===== src/rtl/cart_bank_pkg.sv =====
package cart_bank_pkg;
  localparam logic [2:0] REGION_RAM_EN = 3'd0;
  localparam logic [2:0] REGION_LOW    = 3'd1;
  localparam logic [2:0] REGION_UPPER  = 3'd2;
  localparam logic [2:0] REGION_MODE   = 3'd3;
  localparam logic [7:0] RAM_UNLOCK    = 8'h0A;
  localparam logic [7:0] RAM_LOCK      = 8'h00;
endpackage


===== src/rtl/cbc_ctrl_regs.sv =====
module cbc_ctrl_regs
  import cart_bank_pkg::*;
#(
  parameter int LOW_W     = 5,
  parameter int UP_W      = 2,
  parameter int MC_STRIDE = 4
) (
  input  logic             clk,
  input  logic             rst_n,
  input  logic             wr_en,
  input  logic [15:0]      wr_addr,
  input  logic [7:0]       wr_data,
  input  logic             multicart,
  output logic             nxt_ram_en,
  output logic [LOW_W-1:0] nxt_low,
  output logic [UP_W-1:0]  nxt_up,
  output logic             nxt_mode
);
  localparam logic [LOW_W-1:0] MASK_STD = {LOW_W{1'b1}};
  localparam logic [LOW_W-1:0] MASK_MC  = LOW_W'((1 << MC_STRIDE) - 1);
  localparam logic [LOW_W-1:0] ONE_LOW  = LOW_W'(1);

  logic             ram_en_q, mode_q;
  logic [LOW_W-1:0] low_q, low_fix;
  logic [UP_W-1:0]  up_q;
  logic [2:0]       region;
  logic             unused_bits;

  assign region      = wr_addr[15:13];
  assign unused_bits = ^{wr_addr[12:0], wr_data[7:LOW_W]};

  always_comb begin
    low_fix = wr_data[LOW_W-1:0];
    if (low_fix == '0) low_fix = ONE_LOW;
    low_fix = low_fix & (multicart ? MASK_MC : MASK_STD);
  end

  always_comb begin
    nxt_ram_en = ram_en_q;
    nxt_low    = low_q;
    nxt_up     = up_q;
    nxt_mode   = mode_q;
    if (wr_en) begin
      case (region)
        REGION_RAM_EN: begin
          if (wr_data == RAM_UNLOCK)    nxt_ram_en = 1'b1;
          else if (wr_data == RAM_LOCK) nxt_ram_en = 1'b0;
        end
        REGION_LOW:   nxt_low  = low_fix;
        REGION_UPPER: nxt_up   = wr_data[UP_W-1:0];
        REGION_MODE:  nxt_mode = wr_data[0];
        default: ;
      endcase
    end
  end

  always_ff @(posedge clk) begin
    if (!rst_n) begin
      ram_en_q <= 1'b0;
      low_q    <= ONE_LOW;
      up_q     <= '0;
      mode_q   <= 1'b0;
    end else begin
      ram_en_q <= nxt_ram_en;
      low_q    <= nxt_low;
      up_q     <= nxt_up;
      mode_q   <= nxt_mode;
    end
  end
endmodule


===== src/rtl/cbc_bank_map.sv =====
module cbc_bank_map #(
  parameter int LOW_W     = 5,
  parameter int UP_W      = 2,
  parameter int ROM_W     = 7,
  parameter int MC_STRIDE = 4,
  parameter int ROM_LW    = 3,
  parameter int RAM_LW    = 2
) (
  input  logic              [LOW_W-1:0]  low,
  input  logic              [UP_W-1:0]   up,
  input  logic                           mode,
  input  logic                           multicart,
  input  logic              [ROM_LW-1:0] rom_banks_log2,
  input  logic              [RAM_LW-1:0] ram_banks_log2,
  output logic              [ROM_W-1:0]  lo_bank,
  output logic              [ROM_W-1:0]  hi_bank,
  output logic              [UP_W-1:0]   ram_bank
);
  localparam logic [ROM_W:0] ONE_ROM = (ROM_W+1)'(1);
  localparam logic [UP_W:0]  ONE_RAM = (UP_W+1)'(1);

  logic [ROM_W:0]   rom_mask_full;
  logic [UP_W:0]    ram_mask_full;
  logic [ROM_W-1:0] rom_mask, up_sh, hi_raw;
  logic             mask_unused;

  assign rom_mask_full = (ONE_ROM << rom_banks_log2) - ONE_ROM;
  assign ram_mask_full = (ONE_RAM << ram_banks_log2) - ONE_RAM;
  assign rom_mask      = rom_mask_full[ROM_W-1:0];
  assign mask_unused   = rom_mask_full[ROM_W] ^ ram_mask_full[UP_W];

  generate
    if (MC_STRIDE < LOW_W) begin : g_two_strides
      assign up_sh = multicart ? (ROM_W'(up) << MC_STRIDE) : (ROM_W'(up) << LOW_W);
    end else begin : g_one_stride
      logic unused_mc;
      assign unused_mc = multicart;
      assign up_sh     = ROM_W'(up) << LOW_W;
    end
  endgenerate

  assign hi_raw   = (up_sh | ROM_W'(low)) & rom_mask;
  assign hi_bank  = (hi_raw == '0) ? ROM_W'(1) : hi_raw;
  assign lo_bank  = mode ? (up_sh & rom_mask) : '0;
  assign ram_bank = mode ? (up & ram_mask_full[UP_W-1:0]) : '0;
endmodule


===== src/rtl/cart_bank_ctrl.sv =====
module cart_bank_ctrl #(
  parameter int LOW_W     = 5,
  parameter int UP_W      = 2,
  parameter int MC_STRIDE = 4,
  parameter int ROM_W     = LOW_W + UP_W,
  parameter int ROM_LW    = $clog2(ROM_W + 1),
  parameter int RAM_LW    = $clog2(UP_W + 1)
) (
  input  logic              clk,
  input  logic              rst_n,
  input  logic              wr_en,
  input  logic [15:0]       wr_addr,
  input  logic [7:0]        wr_data,
  input  logic [ROM_LW-1:0] rom_banks_log2,
  input  logic [RAM_LW-1:0] ram_banks_log2,
  input  logic              multicart,
  output logic [ROM_W-1:0]  lo_bank,
  output logic [ROM_W-1:0]  hi_bank,
  output logic [UP_W-1:0]   ram_bank,
  output logic              ram_en
);
  logic             n_ram_en, n_mode;
  logic [LOW_W-1:0] n_low;
  logic [UP_W-1:0]  n_up, n_ram_bank;
  logic [ROM_W-1:0] n_lo_bank, n_hi_bank;

  cbc_ctrl_regs #(.LOW_W(LOW_W), .UP_W(UP_W), .MC_STRIDE(MC_STRIDE)) regs_i (
    .clk(clk), .rst_n(rst_n), .wr_en(wr_en), .wr_addr(wr_addr), .wr_data(wr_data),
    .multicart(multicart), .nxt_ram_en(n_ram_en), .nxt_low(n_low), .nxt_up(n_up),
    .nxt_mode(n_mode)
  );

  cbc_bank_map #(.LOW_W(LOW_W), .UP_W(UP_W), .ROM_W(ROM_W), .MC_STRIDE(MC_STRIDE),
                 .ROM_LW(ROM_LW), .RAM_LW(RAM_LW)) map_i (
    .low(n_low), .up(n_up), .mode(n_mode), .multicart(multicart),
    .rom_banks_log2(rom_banks_log2), .ram_banks_log2(ram_banks_log2),
    .lo_bank(n_lo_bank), .hi_bank(n_hi_bank), .ram_bank(n_ram_bank)
  );

  always_ff @(posedge clk) begin
    if (!rst_n) begin
      lo_bank  <= '0;
      hi_bank  <= ROM_W'(1);
      ram_bank <= '0;
      ram_en   <= 1'b0;
    end else begin
      lo_bank  <= n_lo_bank;
      hi_bank  <= n_hi_bank;
      ram_bank <= n_ram_bank;
      ram_en   <= n_ram_en;
    end
  end

  logic [ROM_W:0] chk_rom_lim;
  assign chk_rom_lim = (ROM_W+1)'(1) << rom_banks_log2;

  assert_ramen_on_R2: assert property (@(posedge clk) disable iff (!rst_n)
    (wr_en && wr_addr[15:13] == 3'd0 && wr_data == 8'h0A) |=> ram_en);
  assert_ramen_keep_R2: assert property (@(posedge clk) disable iff (!rst_n)
    (wr_en && wr_addr[15:13] == 3'd0 && wr_data != 8'h0A && wr_data != 8'h00)
      |=> $stable(ram_en));
  assert_mode0_clear_R5: assert property (@(posedge clk) disable iff (!rst_n)
    (wr_en && wr_addr[15:13] == 3'd3 && !wr_data[0]) |=> (lo_bank == '0 && ram_bank == '0));
  assert_hi_in_range_R6: assert property (@(posedge clk) disable iff (!rst_n)
    (hi_bank != '0) && ({1'b0, hi_bank} < chk_rom_lim));
  assert_idle_hold_R8: assert property (@(posedge clk) disable iff (!rst_n)
    !wr_en |=> $stable({lo_bank, hi_bank, ram_bank, ram_en}));
  assert_high_region_ignored_R9: assert property (@(posedge clk) disable iff (!rst_n)
    (wr_en && wr_addr[15]) |=> $stable({lo_bank, hi_bank, ram_bank, ram_en}));
endmodule


===== config.mk =====
export PLATFORM = sky130hd
export DESIGN_NAME = cart_bank_ctrl
export DESIGN_NICKNAME = d
export VERILOG_FILES = /design/src/rtl/cart_bank_pkg.sv /design/src/rtl/cbc_ctrl_regs.sv /design/src/rtl/cbc_bank_map.sv /design/src/rtl/cart_bank_ctrl.sv
export SDC_FILE = /design/constraint.sdc
export NUM_CORES = 1
export LEC_CHECK = 0
export BUFFER_PORTS_ARGS = -buffer_cell sky130_fd_sc_hd__buf_2
export CAP_MARGIN = 5
export CORE_ASPECT_RATIO = 0.75
export CORE_UTILIZATION = 42
export DETAILED_ROUTE_END_ITERATION = 10
export HOLD_SLACK_MARGIN = 0.12
export PLACE_DENSITY = 0.77
export SLEW_MARGIN = 20
export SYNTH_ARGS = -nofsm -noshare
export SYNTH_HDL_FRONTEND = slang
export SYNTH_SLANG_ARGS = --single-unit
export TNS_END_PERCENT = 1

===== constraint.sdc =====
create_clock -name clk -period 2.2 [get_ports clk]
set_input_delay 0.66 -clock clk [delete_from_list [all_inputs] [get_ports clk]]
set_output_delay 0.66 -clock clk [all_outputs]
set_load 0.02 [all_outputs]

==> qor.yml <==
ys_warn_count: 0
max_stage_delay_ps: 550
synth_seq_cells: 21
drv_cap: 0
cp-end-kind: "flop"
ir_drop_uv: 351.4
synthesis.instances: 88
dp_hpwl_um: 1438
holdPathEnd: "regs_i.ram_en_q"
fin_tns_setup_ps: 0
hold_buffers: 0
vias_per_cell: 5.149
r2r_slack_ps: 940
core_mm2: 0.001838
fillers: 160
cts.sinks: 21
yosysSeqAreaShare_pct: 48.63
slew_violations: 0
antennaDiodeCount: 0
synth-edff-count: 0
fmax_ghz: 0.5689
hold_viol: 0
final.period_utilization_pct: 79.89
drc_errors: 0
power_frac_seq_pct: 59.9
yosys.cell_types.count: 33
pwr-share-clk_pct: 28.0
area_growth_pct: 25.61
syn_area_um2: 864.6
clock_skew_ps: 9.511
grt_pass1_wl_um: 2766
outcome: "finished, final reports clean"
cts_tree: "built"
cp_top_family: "simple AND/OR/NAND/NOR gates"
vias: 762
pwr_density_cell_mw_per_mm2: 593.8
min_from: "regs_i.ram_en_q"
hold_class: "flop to flop"
ys_async_sr_fraction_pct: 0
worst_slack_ps: 442.4
syn_area_per_cell_um2: 9.825
overflow: 0
die_h_um: 41.29
power_leakage_nw: 0.4980
cts.path.max_buffers: 2
grtUsageTotal_pct: 18.57
swShare_pct: 24.94
die_x_um: 54.39
port_buffers: 32
dr.pass1.iters: 4
grt_antenna_before_repair: 0
power.internal_uw: 484.1
cts-root-buf: "clkbuf_4"
dieArea_mm2: 0.002246
synthFlopType: "dfxtp_1"
crit_chain: "buf_2 > and4bb_1 > mux2i_1 > or4b_4 > nand3_2 > o311ai_2"
routed_wl_um: 1862
h-tree-depth: 1
start_util_pct: 47.04
r2r_cells: 4
p_comb_share_pct: 12.1
rsz0062_at_grt: "no"
post_dp_cell_area_mm2: 0.001059
period_minus_slack_ps: 1758
cts-resized-gates: 0
final_layout_size_suffix_gt1_share_pct: 37.30
crit_type: "input port to flop"
grt_start_max_net_pins: 13
cp.buffers_inverters: 1
pre_cts_slack_ps: 118.5
r2r-end: "hi_bank[0]"
dr.first_iter.drc_count: 12
critPathLaunchType: "input port"
clk_latency_ps: 310
critical_path_required_ps: 2390
worst_ep_arrival_time_ps: 1950
regToRegStartpoint: "regs_i.up_q[1]"
layout.nets: 160
setup_viol: 0
fin_util_pct: 59.09
num_rows: 13
post-cts-setup-buffer-count: 0
p_sw_uw: 160.9
worstHoldPathCells: 2
crit_fanout: 4
clk_pin_slew_ps: 120
ant_nets: 0
numCtsBuffers: 3
wire_per_inst_um: 12.58
grt_pass1_vias: 631
ios: 50
crit_slowest_cell: "or4b_4"
gp_congestion: 0.8082
fin_area_mm2: 0.001086
tightest hold or removal path: stages, from the launching register on:
cell and delay [ps]:
dfxtp_1 330, o21ai_0 70, a21oi_1 60
cell usage after synthesis (all sizes together) (2+ instances only):
library cell,n,share of area [%]
and2,4,2.9
nor3b,2,1.7
a21oi,4,2.3
nor2,12,5.2
nor3,4,2.3
o311ai,2,2.9
buf,5,4.1
o21ai,2,1.2
dfxtp,21,49
and4bb,2,2.9
nor2b,2,1.4
nand3,2,1.7
inv,2,0.87
mux2i,6,6.9
nand2,4,1.7
final cells by class:
class / count / area, µm² / share of cell area (%)
Multi-Input combinational cell: 62 / 409.1 / 37.67
Sequential cell: 21 / 420.4 / 38.71
Timing Repair Buffer: 36 / 190.2 / 17.51
Clock buffer: 3 / 22.52 / 2.074
Inverter: 3 / 11.26 / 1.037
Clock inverter: 1 / 5.005 / 0.4608
Tap cell: 22 / 27.53 / 2.535
power by group through the flow:
| stage | sequential [mW] | clock (mW) | combinational (mW) |
|---|---|---|---|
| 2_1_floorplan | 0.397 | 0 | 0.0404 |
| 4_1_cts | 0.386 | 0.185 | 0.0773 |
| 5_1_grt | 0.387 | 0.195 | 0.0853 |
| 3_5_place_dp | 0.395 | 0 | 0.0767 |
| 6_report | 0.386 | 0.181 | 0.0780 |
| 3_3_place_gp | 0.395 | 0 | 0.0742 |
cell usage in the layout, fill, tap and decap left out, drive strengths merged, types with 2 or more instances in the layout:
master   n
conb     4
o311ai   2
clkbuf   3
clkinv   2
a21oi    4
mux2i    6
nor2b    2
nor3     4
dfxtp   21
buf     36
inv      2
nor2    12
nand3    2
nand2    4
o21ai    2
and4bb   2
nor3b    2
and2     4
routing by layer:
layer  global-route usage [%]  share of wire, %
met2                    31.10                44
met4                    9.615               1.0
met5                        0                 0
met3                    3.623               8.5
met1                    23.09                46
stage by stage:
step / power, mW / hold WS, ps / instances
2_1_floorplan: 0.4375 / 457.1 / 91
3_3_place_gp: 0.4688 / 476.5 / 144
3_5_place_dp: 0.4716 / 482.7 / 144
4_1_cts: 0.6484 / 498.0 / 148
5_1_grt: 0.6676 / 558.2 / 148
6_report: 0.6449 / 500.7 / 148
how the worst max path moves through the flow:
stage	to	cells after the start	start	slack, ps
2_1_floorplan	hi_bank[0]	5	wr_addr[15]	260
3_3_place_gp	hi_bank[0]	6	wr_addr[15]	120
3_5_place_dp	hi_bank[0]	6	wr_addr[15]	120
4_1_cts	hi_bank[0]	6	wr_addr[15]	440
5_1_grt	hi_bank[0]	6	wr_addr[15]	380
6_report	hi_bank[0]	6	wr_addr[15]	440
registers in the layout (all words and copies together) (netlist names):
register and cells:
regs_i.up_q 2, regs_i.mode_q 1, lo_bank 3, regs_i.ram_en_q 1
hi_bank 7, regs_i.low_q 5, ram_bank 2
cells by family (layout without fill, tap and decap cells):
group / after synthesis / after routing / synth area share [%]
other cells: 1 / 4 / 0.4337
buf+inv: 8 / 43 / 5.354
mux: 7 / 7 / 8.249
compound gates: 15 / 15 / 13.32
flops: 21 / 21 / 48.62
simple gates: 36 / 36 / 24.02
Power figures use the tool's default switching activity.
